--- src/rtl/pfx_pkg.sv ---
package pfx_pkg;
  localparam logic [7:0] CODE_ADD   = 8'h80;
  localparam logic [7:0] CODE_SUB   = 8'h81;
  localparam logic [7:0] CODE_MUL   = 8'h82;
  localparam logic [7:0] CODE_POW   = 8'h83;
  localparam logic [7:0] CODE_OPEN  = 8'h85;
  localparam logic [7:0] CODE_CLOSE = 8'h86;
  localparam logic [7:0] CODE_END   = 8'hFF;

  typedef enum logic [2:0] {
    K_OPND, K_OPER, K_OPEN, K_CLOSE, K_END, K_JUNK
  } kind_e;

  function automatic kind_e classify(logic [7:0] b);
    if (!b[7])                 return K_OPND;
    if (b[7:2] == 6'b100000)   return K_OPER;
    if (b == CODE_OPEN)        return K_OPEN;
    if (b == CODE_CLOSE)       return K_CLOSE;
    if (b == CODE_END)         return K_END;
    return K_JUNK;
  endfunction

  // binding strength of an operator code: add/sub 1, mul 2, pow 3
  function automatic logic [1:0] op_rank(logic [7:0] b);
    case (b[1:0])
      2'b10:   return 2'd2;
      2'b11:   return 2'd3;
      default: return 2'd1;
    endcase
  endfunction
endpackage

--- src/rtl/pfx_rst_sync.sv ---
module pfx_rst_sync (
  input  logic clk,
  input  logic arst_n,
  output logic srst_n
);
  logic [1:0] sync_q;

  always_ff @(posedge clk or negedge arst_n) begin
    if (!arst_n) sync_q <= 2'b00;
    else         sync_q <= {sync_q[0], 1'b1};
  end

  assign srst_n = sync_q[1];
endmodule

--- src/rtl/pfx_op_stack.sv ---
module pfx_op_stack #(
  parameter int DEPTH = 16,
  parameter int W     = 8
) (
  input  logic         clk,
  input  logic         rst_n,
  input  logic         push,
  input  logic         pop,
  input  logic [W-1:0] din,
  output logic [W-1:0] top,
  output logic         empty,
  output logic         full
);
  localparam int CW = $clog2(DEPTH + 1);
  localparam int IW = (DEPTH > 1) ? $clog2(DEPTH) : 1;

  logic [CW-1:0] cnt_q, cnt_d;
  logic [CW-1:0] top_idx;
  logic [W-1:0]  ent [DEPTH];
  logic          do_push, do_pop;

  assign empty   = (cnt_q == '0);
  assign full    = (cnt_q == CW'(DEPTH));
  assign do_push = push && !full;
  assign do_pop  = pop && !empty;

  always_comb begin
    cnt_d = cnt_q;
    if (do_push)     cnt_d = cnt_q + CW'(1);
    else if (do_pop) cnt_d = cnt_q - CW'(1);
  end

  always_ff @(posedge clk or negedge rst_n) begin
    if (!rst_n) cnt_q <= '0;
    else        cnt_q <= cnt_d;
  end

  for (genvar i = 0; i < DEPTH; i++) begin : g_ent
    logic [W-1:0] slot_q;
    always_ff @(posedge clk) begin
      if (do_push && cnt_q == CW'(i)) slot_q <= din;
    end
    assign ent[i] = slot_q;
  end

  assign top_idx = cnt_q - CW'(1);
  assign top     = empty ? '0 : ent[top_idx[IW-1:0]];
endmodule

--- src/rtl/pfx_out_stage.sv ---
module pfx_out_stage #(
  parameter int W = 8
) (
  input  logic         clk,
  input  logic         rst_n,
  input  logic         load,
  input  logic [W-1:0] din,
  input  logic         ready,
  output logic         valid,
  output logic [W-1:0] data
);
  logic valid_d;

  always_comb begin
    valid_d = valid;
    if (load)       valid_d = 1'b1;
    else if (ready) valid_d = 1'b0;
  end

  always_ff @(posedge clk or negedge rst_n) begin
    if (!rst_n) valid <= 1'b0;
    else        valid <= valid_d;
  end

  always_ff @(posedge clk) begin
    if (load) data <= din;
  end
endmodule

--- src/rtl/expr_postfix_conv.sv ---
module expr_postfix_conv
  import pfx_pkg::*;
#(
  parameter int STACK_DEPTH = 16
) (
  input  logic       clk,
  input  logic       rst_n,
  input  logic       in_valid,
  output logic       in_ready,
  input  logic [7:0] in_data,
  output logic       out_valid,
  input  logic       out_ready,
  output logic [7:0] out_data,
  output logic       err
);
  logic       rst_q_n;
  logic [7:0] stk_top;
  logic       stk_empty, stk_full;
  logic       want_push, want_pop, want_emit, want_err, take;
  logic [7:0] emit_data;
  logic       out_free, top_open, top_wins;
  logic       err_d;
  kind_e      kind;

  pfx_rst_sync u_rst (.clk(clk), .arst_n(rst_n), .srst_n(rst_q_n));

  assign out_free = !out_valid || out_ready;
  assign kind     = classify(in_data);
  assign top_open = !stk_empty && (stk_top == CODE_OPEN);
  // stacked operator must leave before the incoming one goes on
  assign top_wins = !stk_empty && !top_open &&
                    ((op_rank(stk_top) > op_rank(in_data)) ||
                     ((op_rank(stk_top) == op_rank(in_data)) && (in_data != CODE_POW)));

  always_comb begin
    take      = 1'b1;
    want_push = 1'b0;
    want_pop  = 1'b0;
    want_emit = 1'b0;
    want_err  = 1'b0;
    emit_data = in_data;
    case (kind)
      K_OPND: begin
        want_emit = 1'b1;
        take      = out_free;
      end
      K_OPER: begin
        if (top_wins) begin
          want_pop  = out_free;
          want_emit = 1'b1;
          emit_data = stk_top;
          take      = 1'b0;
        end else begin
          want_push = !stk_full;
          want_err  = stk_full;
        end
      end
      K_OPEN: begin
        want_push = !stk_full;
        want_err  = stk_full;
      end
      K_CLOSE: begin
        if (stk_empty) begin
          want_err = 1'b1;
        end else if (top_open) begin
          want_pop = 1'b1;
        end else begin
          want_pop  = out_free;
          want_emit = 1'b1;
          emit_data = stk_top;
          take      = 1'b0;
        end
      end
      K_END: begin
        if (stk_empty) begin
          want_emit = 1'b1;
          take      = out_free;
        end else if (top_open) begin
          want_pop = 1'b1;
          want_err = 1'b1;
          take     = 1'b0;
        end else begin
          want_pop  = out_free;
          want_emit = 1'b1;
          emit_data = stk_top;
          take      = 1'b0;
        end
      end
      default: ;
    endcase
  end

  assign in_ready = take;

  pfx_op_stack #(.DEPTH(STACK_DEPTH), .W(8)) u_stack (
    .clk   (clk),
    .rst_n (rst_q_n),
    .push  (in_valid && want_push),
    .pop   (in_valid && want_pop),
    .din   (in_data),
    .top   (stk_top),
    .empty (stk_empty),
    .full  (stk_full)
  );

  pfx_out_stage #(.W(8)) u_out (
    .clk   (clk),
    .rst_n (rst_q_n),
    .load  (in_valid && want_emit && out_free),
    .din   (emit_data),
    .ready (out_ready),
    .valid (out_valid),
    .data  (out_data)
  );

  assign err_d = err | (in_valid & want_err);

  always_ff @(posedge clk or negedge rst_q_n) begin
    if (!rst_q_n) err <= 1'b0;
    else          err <= err_d;
  end
endmodule

--- config.mk ---
export PLATFORM = sky130hd
export DESIGN_NAME = expr_postfix_conv
export DESIGN_NICKNAME = d
export VERILOG_FILES = /design/src/rtl/pfx_pkg.sv /design/src/rtl/pfx_rst_sync.sv /design/src/rtl/pfx_op_stack.sv /design/src/rtl/pfx_out_stage.sv /design/src/rtl/expr_postfix_conv.sv
export SDC_FILE = /design/constraint.sdc
export NUM_CORES = 1
export LEC_CHECK = 0
export BUFFER_PORTS_ARGS = -buffer_cell sky130_fd_sc_hd__buf_2
export CAP_MARGIN = 20
export CORE_ASPECT_RATIO = 1.5
export CORE_MARGIN = 5
export CORE_UTILIZATION = 55
export CTS_CLUSTER_SIZE = 40
export DETAILED_ROUTE_END_ITERATION = 16
export GPL_TIMING_DRIVEN = 0
export PLACE_DENSITY = 0.84
export SYNTH_ARGS = -nofsm -noshare
export SYNTH_HDL_FRONTEND = slang
export SYNTH_SLANG_ARGS = --single-unit
--- constraint.sdc ---
create_clock -name clk -period 11 [get_ports clk]
set_input_delay 1.65 -clock clk [delete_from_list [all_inputs] [get_ports clk]]
set_output_delay 1.65 -clock clk [all_outputs]
set_load 0.03 [all_outputs]
# Word-level counts from Yosys, hierarchy flattened
# Cells that the tools add are included.
[totals]
reg_bits = 145
output_inout_bits = 11
inputBits = 12
word_cells = 154
[classes]
muxes = 58
n_reduce_logical = 37
n_eq_ne = 31
n_addsub = 2
magnitude_cmp = 2
bitwise = 3
[ops]
columns = ["operator", "n"]
rows = [
  ["2-to-1 mux 8 bit", 6],
  ["== test 5 x 4 -> 1 bit, second input constant", 8],
  ["binary-select mux 8 bit (select 4 bit)", 1],
  ["== test 8 bit, second input constant", 4],
  ["2-to-1 mux 1 bit", 31],
  ["2-to-1 mux 3 bit", 10],
  ["logical AND 1 bit", 26],
  ["== test 5 x 3 -> 1 bit, second input constant", 4],
  ["one-hot mux 8 bit (2 select lines)", 1],
  ["one-hot mux 1 bit (4 select lines)", 3],
  ["== test 5 x 2 -> 1 bit, second input constant", 2],
  ["2-to-1 mux 5 bit", 2],
  ["== test 2 bit, second input constant", 4],
  ["!= test 8 bit, second input constant", 1],
  ["one-hot mux 2 bit (2 select lines)", 2],
  ["== test 3 x 2 -> 1 bit, second input constant", 2],
  ["== test 6 bit, second input constant", 1],
  ["adder 5 x 1 -> 5 bit, second input constant", 1],
  ["== test 5 x 1 -> 1 bit, second input constant", 1],
  ["== test 5 bit, second input constant", 1],
  ["greater-or-equal comparator 5 bit, second input constant", 1],
  ["zero test 5 bit", 1],
  ["NOT 4 -> 5 bit", 1],
  ["subtractor 5 x 1 -> 5 bit, second input constant", 1],
  ["other kinds (12)", 18],
]

# Depth between registers and ports, before layout
# Gate-level depths: netlist of run 1.
[depth]
word_depth = 24
mapped_depth = 21
mapped_depth_nobuf = 18

# By module
# Synthesis of run 1 repeated with hierarchy kept, for this count alone.
[hier_totals]
hier_cells = 346
hier_area_um2 = 6217.2
[by_module_without_submodules]
columns = ["mod", "area_each_um2", "instances", "cells_each", "seq_area_each_um2"]
rows = [
  ["pfx_op_stack", 5362.6, 1, 261, 3968.8],
  ["expr_postfix_conv", 524.3, 1, 71, 25.0],
  ["pfx_out_stage", 276.5, 1, 11, 265.3],
  ["pfx_rst_sync", 53.8, 1, 3, 50.0],
]

# Worst setup path after synthesis of run 1
# Ideal clock, no wire load.
[synth_timing]
path_type = "flip-flop to output port"
from = "reg u_stack.cnt_q[0]"
to = "out in_ready"
t_required_ns = 9.350
path_stages_with_launch = 19
t_arrival_ns = 3.486
path_slack_ns = 5.864
cell_sequence = "dfrtp_1 -> buf_2 -> inv_2 -> ha_1 -> buf_2 -> buf_2 -> clkbuf_1 -> nor2b_1 -> a31oi_1 -> nand3_1 -> a21oi_1 -> and2_1 -> ha_1 -> nand2b_1 -> a21oi_1 -> a21oi_1 -> nand2_1 -> o21ai_0 -> nand2_1"
[synth_via]
elab_chain_len = 14
word_cells_on_any_way = 25
[synth_lines]
columns = ["element", "line", "source"]
rows = [
  ["from (decl)", "pfx_op_stack.sv:17", "logic [CW-1:0] cnt_q, cnt_d;"],
  ["from (signal assigned)", "pfx_op_stack.sv:35", "else cnt_q <= cnt_d;"],
  ["subtractor 5 x 1 -> 5 bit", "--", ""],
  ["NOT 4 -> 5 bit (implied by the code)", "pfx_op_stack.sv:47", "assign top = empty ? '0 : ent[top_idx[IW-1:0]];"],
  ["binary-select mux 8 bit (select 4 bit)", "pfx_op_stack.sv:47", ""],
  ["2-to-1 mux 8 bit (implied by the code) (2 in series)", "pfx_op_stack.sv:47", ""],
  ["2-to-1 mux 8 bit", "pfx_op_stack.sv:47", ""],
  ["== test 2 bit", "pfx_pkg.sv:25", "case (b[1:0])"],
  ["one-hot mux 2 bit (2 select lines)", "pfx_pkg.sv:25", ""],
  ["== test 2 bit", "expr_postfix_conv.sv:33", "((op_rank(stk_top) == op_rank(in_data)) && (in_data != CODE_POW)));"],
  ["logical AND 1 bit", "expr_postfix_conv.sv:33", ""],
  ["logical OR 1 bit", "expr_postfix_conv.sv:32", "((op_rank(stk_top) > op_rank(in_data)) ||"],
  ["logical AND 1 bit", "expr_postfix_conv.sv:31", "assign top_wins = !stk_empty && !top_open &&"],
  ["2-to-1 mux 1 bit", "expr_postfix_conv.sv:48", "if (top_wins) begin"],
  ["one-hot mux 1 bit (4 select lines) (*)", "expr_postfix_conv.sv:42", "case (kind)"],
  ["to (decl)", "expr_postfix_conv.sv:9", "output logic in_ready,"],
]
# Mark *: on every way between the ends. The rest lies on a longest branch, timed or not. The select of a mux whose other input is x is not followed.

# Worst setup path in the final report of run 1
# Ends and elaborated chain as after synthesis.

==> results of run 1 <==
[metrics by stage]
stage	total power, uW	cells
floorplan	974	400
global placement	1080	572
detailed placement	1090	575
CTS	1680	607
global route	1740	608
finish	1670	608
[placed cells by master, fill, tap and decap left out, types with 6 or more instances in the layout]
| cell | netlist | routed |
|---|---|---|
| nor2_1 | 24 | 24 |
| and3_1 | 6 | 6 |
| clkbuf_16 | 0 | 17 |
| mux2i_1 | 19 | 19 |
| edfxtp_1 | 136 | 136 |
| nor3_1 | 7 | 6 |
| buf_2 | 8 | 31 |
| inv_1 | 7 | 7 |
| dfrtp_1 | 9 | 9 |
| nand2_1 | 46 | 46 |
| o21ai_0 | 12 | 12 |
| nand3_1 | 12 | 12 |
| mux4_2 | 25 | 25 |
| a21oi_1 | 11 | 11 |
| ha_1 | 8 | 8 |
[worst reg2reg max path, cell delays in order, from the launching register on]
cell and delay [ps]:
dfrtp_1 430, buf_2 360, inv_2 240, ha_1 370
xnor2_1 630, clkbuf_1 460, nand2_1 140, a31oi_1 190
nand3_1 170, a21oi_1 240, and2_1 160, ha_1 240
nand2b_1 140, a21oi_1 180, a21oi_1 110, nand3_1 120
o21ai_2 110, nor2_1 230, nand2_1 170, nor2_1 880
[state kept, by name, indices dropped and copies added, names as in the netlist]
register and count:
err 1, u_out.data 8, u_out.valid 1, u_rst.sync_q 2, u_stack.cnt_q 5, u_stack.g_ent.slot_q 128
[logic make-up (layout without fill, tap and decap cells)]
kind of cell | Yosys count | in the layout | share of synthesized area [%]
DFF | 145 | 145 | 68.4
and+or+nand+nor | 119 | 119 | 9.08
AOI/OAI and AO/OA | 50 | 50 | 5.30
muxes | 47 | 47 | 12.7
buffers and inverters | 25 | 83 | 2.01
adders and majority gates | 8 | 8 | 1.59
xor gates and xnor gates | 5 | 5 | 0.815
other | 1 | 1 | 0.0595
[per-layer routing]
layer  GRT usage (%)  vias up  part of all wire, %
met5               0        -                    0
met4            14.6        0                  5.6
met3            7.13       51                  8.5
met2            36.2      252                   51
met1            24.8     1904                   35
li1                -     1664                    -
[synthesized netlist by cell type (3+ instances only)]
| master | n | area (sq um) |
|---|---|---|
| mux2i_1 | 19 | 190 |
| inv_1 | 7 | 26.3 |
| nor3_1 | 7 | 35.0 |
| nor4_1 | 4 | 25.0 |
| xnor2_1 | 3 | 26.3 |
| clkbuf_1 | 5 | 18.8 |
| a31oi_1 | 5 | 31.3 |
| o21ai_0 | 12 | 60.1 |
| mux4_2 | 25 | 563 |
| edfxtp_1 | 136 | 4080 |
| nand3_1 | 12 | 60.1 |
| a21oi_1 | 11 | 55.1 |
| nand2_1 | 46 | 173 |
| nor2_1 | 24 | 90.1 |
| dfrtp_1 | 9 | 225 |
| and3_1 | 6 | 37.5 |
| buf_2 | 8 | 40.0 |
| ha_1 | 8 | 100 |
| nand2b_1 | 5 | 31.3 |
| or2_2 | 3 | 18.8 |
[path summary, 6_finish.rpt]
kind / slack (ps) / endpoint / cells after the start
worst max-delay path: 4390 / in_ready / 18
max in group asynchronous: 9920 / u_rst.sync_q[1]$_DFF_PN0_ / 1
min in group clk: 360 / u_rst.sync_q[1]$_DFF_PN0_ / 0
worst max register to register: 5040 / u_stack.g_ent[9].slot_q[7]$_DFFE_PP_ / 19
worst min-delay path: 120 / u_stack.cnt_q[2]$_DFFE_PN0P_ / 0
worst min register to register: 120 / u_stack.cnt_q[2]$_DFFE_PN0P_ / 0
[final cells by class]
class,count,area share (%)
multi-input cells,230,25.9
repair buffers,26,1.95
clock buffers,17,5.87
well taps,150,2.59
clock inverters,15,2.50
inverters,8,0.414
flip-flops and latches,145,59.4
plain buffers,17,1.33
[power groups by stage]
stage	logic (uW)	clock network [uW]	registers [uW]
global route	505	618	620
floorplan	341	0	633
global placement	445	0	630
finish	470	585	619
detailed placement	458	0	630
CTS	468	589	619
==> run_results.csv, run 1 <==
group,metric,value,unit
place,io_buffers,22,
floorplan,num_rows,48,
floorplan,die_w,97.4,um
global_route,grt_max_degree,25,
timing,hold_violations,0,
floorplan,die_h,141,um
logic_synthesis,netlist_area,6300,sq um
cts,cts_hold_buf,0,
timing,setup_violations,0,
cts,cts_resized,0,
critical_path,cp.required,9350,ps
timing,fin_worst_skew,7.43,ps
cts,numCtsBuffers,17,
pwr,p_seq_share,37.0,%
logic_synthesis,syn-num-nets,420,
floorplan,core_area,11400,sq um
timing,relSlewSlack,25.3,%
floorplan,num_io_pins,23,
logic_synthesis,ys_ff_latch,145,
timing,hold_ws,122,ps
critical_path,reg2reg_from,"u_stack.cnt_q[0]$_DFFE_PN0P_",
cts,cts_root_buffer,"clkbuf_16",
pwr,leakagePower,0.00258,uW
pwr,netSwitchingFraction,30.2,%
final_layout,fin_area,7250,sq um
critical_path,crit_type,"reg2out",
timing,layout_min_cycle_time,6610,ps
job,maxCapViolCount,0,
detailed_routing,ant_nets,0,
critical_path,cp_cell_sequence,"buf_2, inv_2, ha_1, xnor2_1, clkbuf_1, nand2_1, a31oi_1, nand3_1, a21oi_1, and2_1, ha_1, nand2_1, nor2_1, a21oi_1, nand2_1, o21ai_0, nand2_1, buf_2",
detailed_routing,firstDrtPassIters,7,
place,pre_cts_slack,4940,ps
timing,worst_pin_slew,1120,ps
timing,rsz0062_at_grt,"false",
cts,htree_levels,4,
logic_synthesis,synthArstFlopShare,6.21,%
final_layout,n_antenna_cell,0,
place,gp_congestion,0.908,
critical_path,cp.buffers_inverters,4,
detailed_routing,dr_total_vias,3871,
critical_path,cp_top_family,"buffers and inverters",
global_route,antenna_found_initial,0,
critical_path,crit_fanout,11,
logic_synthesis,synth_ff_type,"edfxtp_1",
cts,cts_buffer_depth,2,
pwr,intPower,1170,uW
critical_path,max_stage_delay,630,ps
timing,finalWorstSetupSlack,4390,ps
critical_path,startpoint,"u_stack.cnt_q[0]$_DFFE_PN0P_",
final_layout,drive_gt1_share,23.8,%
status,status,"finished, final reports clean",
detailed_routing,routed_wl,14400,um
final_layout,area_delta_synth_final,15.1,%
logic_synthesis,yosysSeqAreaShare,68.4,%
final_layout,fin_util,63.9,%
pwr,power.density,231,nW/um^2
timing,fin_crit_sh,60.1,%
detailed_routing,wire_per_inst,23.7,um
detailed_routing,vias_per_cell,6.37,
pwr,pwr-share-comb,28.1,%
detailed_routing,drt_iter0_markers,400,
cts,clk_latency,430,ps
cts,cts_tree,"done",
global_route,grt_pass1_wl,22000,um
cts,path_clk_slew,60,ps
critical_path,cp_slowest_cell,"xnor2_1",
place,dp_hpwl,9130,um
logic_synthesis,syn-instance-count,400,
cts,cts_sinks,145,
place,placed_area,6630,sq um
detailed_routing,drc,0,
final_layout,fillCellCount,770,
critical_path,worst_setup_path_start_kind,"register",
global_route,grt_pass1_vias,3910,
timing,fin_setup_tns,0,ps
logic_synthesis,ys_warn_count,0,
final_layout,fin_nets,465,
final_layout,multi_input_area,1880,sq um
logic_synthesis,synth-edff-count,136,
global_route,gr-total-overflow,0,
logic_synthesis,synth.avg_cell_area,15.7,sq um
global_route,grt_usage,22.1,%
critical_path,critical_path_arrival,4960,ps
timing,slew_violations,0,
logic_synthesis,ys_types,56,
critical_path,cpMostUsedCell,"nand2_1",
final_layout,seqCellArea,4310,sq um
floorplan,die_area,13700,sq um
timing,fmaxAchievable,0.151,GHz
pwr,p_sw,505,uW
min_path,hp-class,"reg2async",
critical_path,cp-end-kind,"output pin",
pwr,p_clk_share,35.0,%
floorplan,start_util,55.5,%
pwr,peakVddDrop,128,uV
cts,post_cts_buffers,0,
(Power assumes the default switching activity.)
==> run 2, diff against run 1 <==
- PLACE_DENSITY: 0.84 -> 0.87
- clock period: 11 -> 5.8 ns (I/O delays scaled with it)
==> run_results.csv, run 2 (synthesized netlist as in run 1, its figures left out) <==
group,metric,value,unit
cts,cts_hold_buf,0,
final_layout,largest-register,"u_stack.g_ent.slot_q",
floorplan,die_w,97.4,um
timing,slew_violations,0,
detailed_routing,firstDrtPassIters,10,
cts,numCtsBuffers,17,
final_layout,drive_gt1_share,26.0,%
final_layout,area_delta_synth_final,16.8,%
final_layout,n_antenna_cell,0,
final_layout,largest_reg_flops,128,
global_route,gr-total-overflow,0,
critical_path,critical_path_arrival,4760,ps
cts,clk_latency,420,ps
floorplan,die_h,141,um
cts,cts_buffer_depth,2,
critical_path,cp-end-kind,"output pin",
critical_path,crit_type,"reg2out",
detailed_routing,ant_nets,0,
final_layout,final_cell_mix,"136 x edfxtp_1, 46 x nand2_1, 29 x buf_2",
detailed_routing,drc,0,
final_layout,fin_nets,469,
timing,fmaxAchievable,0.178,GHz
timing,rsz0062_at_grt,"false",
detailed_routing,routed_wl,15600,um
global_route,grt_pass1_vias,3989,
timing,fin_worst_skew,8.18,ps
detailed_routing,wire_per_inst,25.5,um
critical_path,crit_fanout,11,
timing,relSlewSlack,26.8,%
cts,htree_levels,4,
place,io_buffers,22,
cts,cts_sinks,145,
floorplan,die_area,13700,sq um
pwr,peakVddDrop,254,uV
pwr,leakagePower,0.00261,uW
floorplan,num_io_pins,23,
cts,cts_tree,"done",
job,maxCapViolCount,0,
timing,hold_violations,0,
place,placed_area,6640,sq um
detailed_routing,dr_total_vias,4007,
detailed_routing,drt_iter0_markers,467,
critical_path,worst_setup_path_start_kind,"register",
global_route,grt_usage,23.5,%
place,gp_congestion,0.964,
timing,fin_crit_sh,97.1,%
floorplan,num_rows,48,
floorplan,core_area,11400,sq um
global_route,antenna_found_initial,0,
place,dp_hpwl,9540,um
global_route,grt_pass1_wl,23500,um
detailed_routing,vias_per_cell,6.55,
floorplan,start_util,55.5,%
final_layout,fin_area,7350,sq um
critical_path,cp.required,4930,ps
timing,setup_violations,0,
final_layout,final_common_cell,"edfxtp_1",
cts,path_clk_slew,60,ps
final_layout,largestRegisters,"u_stack.g_ent.slot_q: 128 flops, u_out.data: 8 flops, u_stack.cnt_q: 5 flops",
status,status,"finished, final reports clean",
pwr,power.density,450,nW/um^2
timing,worst_pin_slew,1090,ps
global_route,grt_max_degree,25,
cts,cts_root_buffer,"clkbuf_16",
min_path,hp-class,"reg2async",
timing,fin_setup_tns,0,ps
timing,layout_min_cycle_time,5630,ps
[run 2: cell count changes in the layout (fill, tap and decap cells not counted), sizes merged]
| cell | delta |
|---|---|
| clkbuf | +4 |
| clkinv | -3 |
| clkinvlp | +3 |
| inv | -3 |
| bufinv | +2 |
| buf | +1 |
[run 2: routing by layer]
metal  up-vias  GRT usage (%)  part of all wire (%)
met5         -              0                     0
met4         0           12.6                   6.7
met3        90           5.35                   8.4
met2       316           41.7                    52
met1      1942           26.0                    33
li1       1659              -                     -
[run 2: metrics by stage]
| stage | hold slack [ps] | instances | util, % | total power (uW) | worst slack (ps) |
|---|---|---|---|---|---|
| after global placement | 133 | 572 | 58.1 | 2050 | -447 |
| after floorplan | 81.5 | 400 | - | 1850 | 1300 |
| final | 126 | 612 | 64.8 | 3310 | 169 |
| after global routing | 153 | 612 | 64.8 | 3420 | 29.6 |
| after detailed placement | 140 | 576 | 58.5 | 2080 | 149 |
| after CTS | 139 | 608 | 64.3 | 3270 | 41.8 |
[run 2: layout make-up]
type                       instances  area [sq um]
sequential                       145          4310
fill                             723          4000
multi-input combinational        230          1910
clock buffer                      18           429
clock inverter                    14           211
tap                              150           188
timing repair buffer              30           169
buffer                            17           106
inverter                           8          32.5
[run 2: worst max-delay path, cell delays in order, from the launching register on]
cell and delay, ps:
dfrtp_1 450, clkbuf_4 270, inv_4 210, ha_2 350, xor2_4 320, buf_6 260, buf_2 280, nand2_1 90
a32oi_1 230, nand3_1 180, a21oi_1 270, and2_1 180, ha_1 240, nand2_1 70, nor2_1 40, a21oi_1 230
nand2_1 80, o21ai_0 290, nand2_1 80, buf_2 190
[run 2: timing repair]
action / CTS / global route
pin swaps: 0 / 1
gates resized for setup: 4 / 12
buffers inserted: 0 / 4
setup endpoints to repair: 9 / 101
[run 2: report_power, final]
group / leakage (uW) / switching, uW / internal, uW
clock: 0.000300 / 414 / 760
sequential: 0.00133 / 14.4 / 1160
combinational: 0.000979 / 559 / 402
total: 0.00261 / 987 / 2320
[run 2: path summary, 6_finish.rpt]
kind | to | depth (start not counted) | from | slack (ps)
setup / recovery | in_ready | 19 | u_stack.cnt_q[0]$_DFFE_PN0P_ | 170
hold / removal | u_stack.cnt_q[2]$_DFFE_PN0P_ | 0 | u_rst.sync_q[1]$_DFF_PN0_ | 130
setup reg to reg | u_stack.g_ent[9].slot_q[5]$_DFFE_PP_ | 20 | u_stack.cnt_q[0]$_DFFE_PN0P_ | 250
hold reg to reg | u_stack.cnt_q[2]$_DFFE_PN0P_ | 0 | u_rst.sync_q[1]$_DFF_PN0_ | 130
max in group asynchronous | u_stack.cnt_q[1]$_DFFE_PN0P_ | 0 | u_rst.sync_q[1]$_DFF_PN0_ | 5440
min in group clk | u_rst.sync_q[1]$_DFF_PN0_ | 0 | u_rst.sync_q[0]$_DFF_PN0_ | 350
==> run 3, diff against run 2 <==
- RECOVER_POWER: not set -> 50
==> run_results.csv, run 3 (synthesized netlist as in run 1, its figures left out) <==
group,metric,value,unit
cts,cts_hold_buf,0,
pwr,leakagePower,0.00256,uW
global_route,gr-total-overflow,0,
final_layout,final_cell_mix,"136 x edfxtp_1, 46 x nand2_1, 25 x mux4_2",
timing,fmaxAchievable,0.179,GHz
pwr,power.density,451,nW/um^2
timing,slew_violations,0,
final_layout,final_common_cell,"edfxtp_1",
cts,path_clk_slew,60,ps
floorplan,num_io_pins,23,
timing,hold_violations,0,
cts,cts_buffer_depth,2,
timing,relSlewSlack,25.1,%
critical_path,setup.worst_path.end,"in_ready",
critical_path,reg2reg_from,"u_stack.cnt_q[0]$_DFFE_PN0P_",
critical_path,cp.required,4930,ps
global_route,grt_max_degree,25,
critical_path,cp-end-kind,"output pin",
place,pre_cts_slack,149,ps
timing,fin_worst_skew,9.83,ps
floorplan,die_area,13700,sq um
detailed_routing,dr_total_vias,3974,
place,dp_hpwl,9540,um
place,placed_area,6640,sq um
final_layout,n_antenna_cell,0,
global_route,grt_pass1_wl,23500,um
floorplan,start_util,55.5,%
detailed_routing,routed_wl,15700,um
global_route,grt_usage,23.5,%
final_layout,largest_reg_flops,128,
critical_path,crit_type,"reg2out",
critical_path,rrSetupSlack,240,ps
detailed_routing,firstDrtPassIters,5,
detailed_routing,wire_per_inst,25.6,um
final_layout,fin_area,7330,sq um
final_layout,multi_input_area,1910,sq um
cts,cts_tree,"done",
global_route,grt_pass1_vias,3989,
detailed_routing,drt_iter0_markers,478,
critical_path,r2r_cells,21,
timing,finalWorstSetupSlack,202,ps
floorplan,die_h,141,um
final_layout,fillCellCount,736,
critical_path,crit_fanout,11,
final_layout,area_delta_synth_final,16.4,%
timing,rsz0062_at_grt,"false",
cts,numCtsBuffers,17,
detailed_routing,ant_nets,0,
status,status,"finished, final reports clean",
critical_path,critical_path_arrival,4730,ps
timing,fin_crit_sh,96.5,%
floorplan,die_w,97.4,um
cts,cts_sinks,145,
cts,htree_levels,4,
final_layout,fin_nets,469,
place,io_buffers,22,
cts,cts_root_buffer,"clkbuf_16",
place,gp_congestion,0.964,
critical_path,r2r_end,"u_stack.g_ent[1].slot_q[1]$_DFFE_PP_",
final_layout,largest-register,"u_stack.g_ent.slot_q",
global_route,antenna_found_initial,0,
critical_path,worst_setup_path_start_kind,"register",
detailed_routing,vias_per_cell,6.49,
job,maxCapViolCount,0,
pwr,peakVddDrop,252,uV
final_layout,largestRegisters,"u_stack.g_ent.slot_q: 128 flops, u_out.data: 8 flops, u_stack.cnt_q: 5 flops",
min_path,hp-class,"reg2async",
critical_path,startpoint,"u_stack.cnt_q[0]$_DFFE_PN0P_",
detailed_routing,drc,0,
final_layout,seqCellArea,4310,sq um
timing,setup_violations,0,
timing,layout_min_cycle_time,5600,ps
timing,worst_pin_slew,1120,ps
floorplan,num_rows,48,
cts,clk_latency,420,ps
floorplan,core_area,11400,sq um
final_layout,drive_gt1_share,21.9,%
==> run 3: cell count changes in the layout (fill, tap and decap cells not counted) <==
cell,before,now
buf_2,29,10
clkbuf_1,4,23
==> run 3: layer usage <==
metal	track usage [%]	wire [um]	vias up
li1	-	-	1663
met1	26.0	5230	1929
met2	41.7	8060	307
met3	5.35	1400	75
met4	12.6	966	0
met5	0	0	-
==> run 3: power by group <==
group / internal [uW] / switching [uW] / leakage (uW) / total [uW]
Clock: 761 / 409 / 0.000300 / 1170
Sequential: 1160 / 14.6 / 0.00133 / 1180
Combinational: 400 / 558 / 0.000925 / 958
==> run 3: cell type report <==
type                            count  area share, %
Buffer                             17           1.45
Multi-Input combinational cell    230           26.0
Clock inverter                     14           2.88
Clock buffer                       18           5.85
Tap cell                          150           2.56
Sequential cell                   145           58.8
Timing Repair Buffer               30           1.98
Inverter                            8          0.444
==> run 3: worst min path at each step <==
stage	from	endpoint	slack, ps	cells past startpoint
after floorplan	u_rst.sync_q[1]$_DFF_PN0_	err$_DFF_PN0_	80	0
after global placement	u_rst.sync_q[1]$_DFF_PN0_	u_stack.cnt_q[0]$_DFFE_PN0P_	130	0
after detailed placement	u_rst.sync_q[1]$_DFF_PN0_	u_stack.cnt_q[0]$_DFFE_PN0P_	140	0
after CTS	u_rst.sync_q[1]$_DFF_PN0_	u_stack.cnt_q[0]$_DFFE_PN0P_	140	0
after global routing	u_rst.sync_q[1]$_DFF_PN0_	u_stack.cnt_q[2]$_DFFE_PN0P_	150	0
final	u_rst.sync_q[1]$_DFF_PN0_	u_stack.cnt_q[2]$_DFFE_PN0P_	130	0
==> run 3: timing repair <==
| item | in CTS | in global routing |
|---|---|---|
| endpoints found under the setup margin | 9 | 101 |
| cloned | 0 | 0 |
| pin swaps | 0 | 1 |
| resized for setup | 4 | 12 |
| buffers inserted | 0 | 4 |
==> run 3: per-stage QoR <==
step	util [%]	hold WS, ps	power [uW]	TNS [ps]	std cells
3_5_place_dp	58.5	140	2080	0	576
4_1_cts	64.3	139	3270	0	608
3_3_place_gp	58.1	133	2050	-7160	572
5_1_grt	64.6	153	3420	0	612
6_report	64.6	126	3300	0	612
2_1_floorplan	-	81.5	1850	0	400
==> run 3: worst max-delay path, stage by stage, from the launching register on <==
cell and delay (ps):
dfrtp_1 450, clkbuf_4 280, inv_4 210, ha_2 350
xor2_4 320, buf_6 250, buf_2 290, nand2_1 100
a32oi_1 240, nand3_1 180, a21oi_1 270, and2_1 180
ha_1 240, nand2_1 70, nor2_1 40, a21oi_1 230
nand2_1 70, o21ai_0 260, nand2_1 70, buf_2 180
